[src/rtl/seq_pkg.sv]
package seq_pkg;
  typedef enum logic [2:0] {
    ST_OFF,
    ST_WAIT,
    ST_FIRST,
    ST_SAFE,
    ST_FINAL
  } seq_state_t;
endpackage

[src/rtl/sink_dac_ramp.sv]
module sink_dac_ramp #(
  parameter int CODE_W   = 4,
  parameter int N_STEPS  = 4,
  parameter int STEP_CYC = 32
) (
  input  logic              clk,
  input  logic              rst,
  input  logic              run,
  output logic [CODE_W-1:0] code
);
  localparam int LIM   = N_STEPS * STEP_CYC;
  localparam int CNT_W = $clog2(LIM);
  localparam int IDX_W = $clog2(N_STEPS);

  logic [CODE_W-1:0] lvl [N_STEPS];
  logic [CNT_W-1:0]  cnt_q;
  logic [IDX_W-1:0]  idx;

  // evenly spaced levels, lowest first
  for (genvar k = 0; k < N_STEPS; k++) begin : g_lvl
    assign lvl[k] = CODE_W'((((k + 1) * (1 << CODE_W)) / N_STEPS) - 1);
  end

  assign idx = IDX_W'(cnt_q / CNT_W'(STEP_CYC));

  always_ff @(posedge clk) begin
    if (rst || !run) begin
      cnt_q <= '0;
      code  <= '0;
    end else begin
      code <= lvl[idx];
      if (cnt_q != CNT_W'(LIM - 1)) cnt_q <= cnt_q + 1'b1;
    end
  end
endmodule

[src/rtl/zero_window_mon.sv]
module zero_window_mon (
  input  logic clk,
  input  logic rst,
  input  logic clr,
  input  logic il_zero_i,
  input  logic tick_i,
  output logic zero_now
);
  logic seen_q;

  // window closes on the tick clock, which still belongs to it
  always_ff @(posedge clk) begin
    if (rst || clr || tick_i) seen_q <= 1'b0;
    else if (il_zero_i)       seen_q <= 1'b1;
  end

  assign zero_now = seen_q | il_zero_i;
endmodule

[src/rtl/handover_timer.sv]
module handover_timer #(
  parameter int LIM = 4096
) (
  input  logic clk,
  input  logic rst,
  input  logic run,
  output logic done
);
  localparam int CNT_W = $clog2(LIM);

  logic [CNT_W-1:0] cnt_q;

  assign done = run && (cnt_q == CNT_W'(LIM - 1));

  always_ff @(posedge clk) begin
    if (rst || !run) cnt_q <= '0;
    else if (!done)  cnt_q <= cnt_q + 1'b1;
  end
endmodule

[src/rtl/startup_mode_seq.sv]
module startup_mode_seq
  import seq_pkg::*;
#(
  parameter int HANDOVER_CYC = 4096,
  parameter int STEP_CYC     = 32,
  parameter int N_STEPS      = 4,
  parameter int CODE_W       = 4
) (
  input  logic              clk,
  input  logic              rst,
  input  logic              en_i,
  input  logic              ramp_cross_i,
  input  logic              il_zero_i,
  input  logic              cyc_tick_i,
  input  logic              skip_variant_i,
  output logic              hs_allow_o,
  output logic              ls_allow_o,
  output logic              ls_first_o,
  output logic              skip_sel_o,
  output logic [CODE_W-1:0] sink_code_o
);
  seq_state_t state_q, state_d;
  logic       hand_done, hand_run, zero_now;

  assign hand_run = en_i && (state_q == ST_FIRST || state_q == ST_SAFE);

  handover_timer #(.LIM(HANDOVER_CYC)) u_hand (
    .clk  (clk),
    .rst  (rst),
    .run  (hand_run),
    .done (hand_done)
  );

  zero_window_mon u_zero (
    .clk       (clk),
    .rst       (rst),
    .clr       (!en_i),
    .il_zero_i (il_zero_i),
    .tick_i    (cyc_tick_i),
    .zero_now  (zero_now)
  );

  sink_dac_ramp #(
    .CODE_W   (CODE_W),
    .N_STEPS  (N_STEPS),
    .STEP_CYC (STEP_CYC)
  ) u_dac (
    .clk  (clk),
    .rst  (rst),
    .run  (en_i),
    .code (sink_code_o)
  );

  always_comb begin
    state_d = state_q;
    if (!en_i) begin
      state_d = ST_OFF;
    end else begin
      case (state_q)
        ST_OFF:   state_d = ST_WAIT;
        ST_WAIT:  if (ramp_cross_i) state_d = ST_FIRST;
        ST_FIRST: state_d = hand_done ? ST_FINAL : ST_SAFE;
        ST_SAFE:  if (hand_done) state_d = ST_FINAL;
        ST_FINAL: state_d = ST_FINAL;
        default:  state_d = ST_OFF;
      endcase
    end
  end

  always_ff @(posedge clk) begin
    if (rst) begin
      state_q    <= ST_OFF;
      hs_allow_o <= 1'b0;
      ls_allow_o <= 1'b0;
      ls_first_o <= 1'b0;
      skip_sel_o <= 1'b0;
    end else begin
      state_q    <= state_d;
      hs_allow_o <= (state_d == ST_SAFE) || (state_d == ST_FINAL);
      ls_allow_o <= (state_d == ST_FIRST) || (state_d == ST_SAFE) ||
                    (state_d == ST_FINAL);
      ls_first_o <= (state_d == ST_FIRST);
      if (state_d == ST_FINAL) begin
        if (state_q != ST_FINAL || cyc_tick_i)
          skip_sel_o <= skip_variant_i & zero_now;
      end else begin
        skip_sel_o <= 1'b0;
      end
    end
  end
endmodule

[config.mk]
export PLATFORM = sky130hd
export DESIGN_NAME = startup_mode_seq
export DESIGN_NICKNAME = d
export VERILOG_FILES = /design/src/rtl/seq_pkg.sv /design/src/rtl/sink_dac_ramp.sv /design/src/rtl/zero_window_mon.sv /design/src/rtl/handover_timer.sv /design/src/rtl/startup_mode_seq.sv
export SDC_FILE = /design/constraint.sdc
export NUM_CORES = 1
export LEC_CHECK = 0
export BUFFER_PORTS_ARGS = -buffer_cell sky130_fd_sc_hd__buf_2
export CORE_MARGIN = 3
export CORE_UTILIZATION = 63
export CTS_BUF_LIST = sky130_fd_sc_hd__clkbuf_8
export CTS_CLUSTER_DIAMETER = 40
export DETAILED_ROUTE_END_ITERATION = 8
export GPL_ROUTABILITY_DRIVEN = 0
export PLACE_DENSITY = 0.85
export SLEW_MARGIN = 0
export SYNTH_ARGS = -nofsm -noshare
export SYNTH_HDL_FRONTEND = slang
export SYNTH_SLANG_ARGS = --single-unit
export TNS_END_PERCENT = 10
[constraint.sdc]
create_clock -name clk -period 3.4 [get_ports clk]
set_input_delay 0.68 -clock clk [delete_from_list [all_inputs] [get_ports clk]]
set_output_delay 0.68 -clock clk [all_outputs]
set_load 0.01 [all_outputs]
==> results.sh <==
export IMPL_n_antenna_cell=0
export IMPL_ir_drop_mv=0.4186
export IMPL_clk_pin_slew_worst_paths_ns=0.06
export IMPL_die_h_um=50.92
export IMPL_post_synth_inst_count=136
export IMPL_fp_dieArea_sq_um=2593
export IMPL_timing_final_setup_violations=0
export IMPL_cts_root_buffer_cell="clkbuf_8"
export IMPL_boundaryPins=15
export IMPL_critical_path_max_stage_delay_ns=0.54
export IMPL_cp_cell_sequence="buf_2 -> nand2b_1 -> clkinv_1 -> nand2_1 -> or4_1 -> o21ai_1"
export IMPL_fp_coreArea_sq_um=1821
export IMPL_max_clock_path_buffers=2
export IMPL_h_tree_depth=2
export IMPL_cp_max_fo=13
export IMPL_drive_above_1_share=0.1558
export IMPL_critical_path_required_ns=3.61
export IMPL_antenna_violating_nets_post_route=0
export IMPL_worst_clock_skew_ns=0.002312
export IMPL_tns_ns=0
export IMPL_netlist_top_cell_by_area="dfxtp_1"
export IMPL_number_of_filler_cells_placed_in_the_layout=139
export IMPL_async_reset_ff_frac=0
export IMPL_detailed_place_hpwl_um=1732
export IMPL_netlist_cell_type_count=41
export IMPL_tightestPinTransition_ns=0.6265
export IMPL_via_count=1055
export IMPL_run_status="finished clean"
export IMPL_power_density_nw_per_um2=439.8
export IMPL_synth_seq_area_share=0.4724
export IMPL_cts_repair_timing_setup_buffer_count=0
export IMPL_worst_slew_margin_rel=0.5814
export IMPL_synth_ff_latch_count=30
export IMPL_layout_worst_path_cycle_share=0.5884
export IMPL_cts_hold_buffers=0
export IMPL_route_final_wire_length_um=2390
export IMPL_fp_dieW_um=50.92
export IMPL_wire_per_inst_um=13.35
export IMPL_clk_latency_ns=0.27
export IMPL_synthesis_area_per_instance_sq_um=9.347
export IMPL_cp_num_buf_inv=2
export IMPL_period_needed_ns=2.000
export IMPL_slew_violations=0
export IMPL_end_kind="flop"
export IMPL_grt_total_usage=0.2164
export IMPL_num_rows=15
export IMPL_grt_start_max_net_pins=14
export IMPL_crit_arrival_ns=2.21
export IMPL_synth_flop_cell="dfxtp_1"
export IMPL_ys_top_cells_by_area="dfxtp_1 (47%), nor2_1 (4.7%), a21oi_1 (3.5%)"
export IMPL_grt_pass1_wl_um=4119
export IMPL_cap_viol_max_count=0
export IMPL_p_leak_nw=0.5668
export IMPL_worst_slack_ns=1.400
export IMPL_synth_enable_flop_cells=0
export IMPL_vias_per_cell=5.894
export IMPL_synthesis_yosys_warnings=0
export IMPL_cts_repair_resize_count=0
export IMPL_yosysTopAreaCellShare=0.4724
export IMPL_max_clock_freq_mhz=499.9
export IMPL_fin_hold_ws_ns=0.4889
export IMPL_cts_sink_count=30
export IMPL_grt_setup_unrepaired="false"
export IMPL_antenna_found_initial=0
export IMPL_timing_setup_critical_path_class="input port to flop"
export IMPL_drc=0
export IMPL_gr_total_overflow=0
export IMPL_class_of_the_tightest_hold_or_removal_check="flop to flop"
export IMPL_start_util=0.6983
export IMPL_dr_pass1_iters=4
export IMPL_final_hold_violation_count=0
export IMPL_layout_nets=163
export IMPL_setup_worst_path_start_class="input port"
export IMPL_detail_route_iter0_violations=27
export IMPL_tritoncts="built"
export IMPL_cp_top_family="simple AND/OR/NAND/NOR gates"
export IMPL_synthesis_nets=145
export IMPL_synthToLayoutAreaGrowth_pct=12.70
export IMPL_tritoncts_num_buffers=5
export IMPL_total_power_w=0.0006301
export IMPL_synthesis_area_sq_um=1271
export IMPL_portBuffers=14
export IMPL_cell_with_the_biggest_individual_delay_on_the_critical_path="or4_1"
export IMPL_dpl_worst_slack_ns=1.108
export IMPL_first_global_vias=983
## layer usage
layer,part of all wire,track usage,up-vias
met5,0,0,-
met4,0.020,0.1211,0
met2,0.47,0.3755,25
li1,-,-,537
met1,0.46,0.2281,483
met3,0.052,0.06997,10
## cell usage in the layout (no fill, tap or decap), types with 4 or more instances in the layout
| cell type | instances |
|---|---|
| nand2_1 | 7 |
| or3_1 | 6 |
| dfxtp_1 | 30 |
| a21oi_1 | 9 |
| nor2_1 | 16 |
| a31oi_1 | 4 |
| clkbuf_8 | 5 |
| o21ai_0 | 9 |
| and2_1 | 5 |
| nand3_1 | 4 |
| and3_1 | 4 |
| buf_2 | 14 |
## final timing paths
kind              startpoint              end  slack [ns]  cells after the start
min reg2reg   u_dac.cnt_q[3]   u_dac.cnt_q[3]        0.49                      1
max reg2reg  u_hand.cnt_q[0]       skip_sel_o        1.65                      5
max                      rst  u_hand.cnt_q[5]        1.40                      6
min           u_dac.cnt_q[3]   u_dac.cnt_q[3]        0.49                      1
## cell usage after synthesis (2+ instances only)
cell type	number
o21ai_1	2
or3_1	6
ha_1	2
o31ai_1	2
nor3_1	2
xnor2_1	2
nor4_1	2
nand2b_1	2
nand4_1	3
nand2_1	7
and3_1	4
dfxtp_1	30
a31oi_1	4
and2_1	5
nand3_1	4
a21oi_1	9
o21ai_0	9
mux2i_1	2
o21a_1	2
nor2_1	16
## registers in the layout, summed over array words and instances, names as in the netlist
register / cells
hs_allow_o: 1
ls_allow_o: 1
ls_first_o: 1
skip_sel_o: 1
state_q: 3
u_dac.cnt_q: 7
u_dac.code: 3
u_hand.cnt_q: 12
u_zero.seen_q: 1
## per-stage QoR
| step | instances | utilization | cell area (sq um) |
|---|---|---|---|
| 2_1_floorplan | 136 | - | 1271 |
| 3_3_place_gp | 172 | 0.7450 | 1356 |
| 3_5_place_dp | 172 | 0.7450 | 1356 |
| 4_1_cts | 179 | 0.7869 | 1433 |
| 5_1_grt | 179 | 0.7869 | 1433 |
| 6_report | 179 | 0.7869 | 1433 |
## layout make-up
cell class | instances | area, sq um | area share
clock buffer | 5 | 68.82 | 0.04804
multi-input combinational | 101 | 646.9 | 0.4515
sequential | 30 | 600.6 | 0.4192
tap | 25 | 31.28 | 0.02183
clock inverter | 2 | 7.507 | 0.005240
timing repair buffer | 14 | 70.07 | 0.04891
inverter | 2 | 7.507 | 0.005240
## cell families after synthesis
| family | after synthesis | share of synthesized area |
|---|---|---|
| buf+inv | 5 | 0.01869 |
| flops | 30 | 0.4724 |
| fa+ha+maj | 2 | 0.01968 |
| xor+xnor | 3 | 0.02067 |
| mux | 3 | 0.02461 |
| compound gates | 34 | 0.1742 |
| simple gates | 59 | 0.2697 |
## power breakdown
part	internal (W)	switching (W)
Clock	0.000134	0.000119
Sequential	0.000355	0.00000304
Combinational	0.00000802	0.0000101
Total	0.000498	0.000132
No activity file was read; power rests on OpenSTA's default activity.
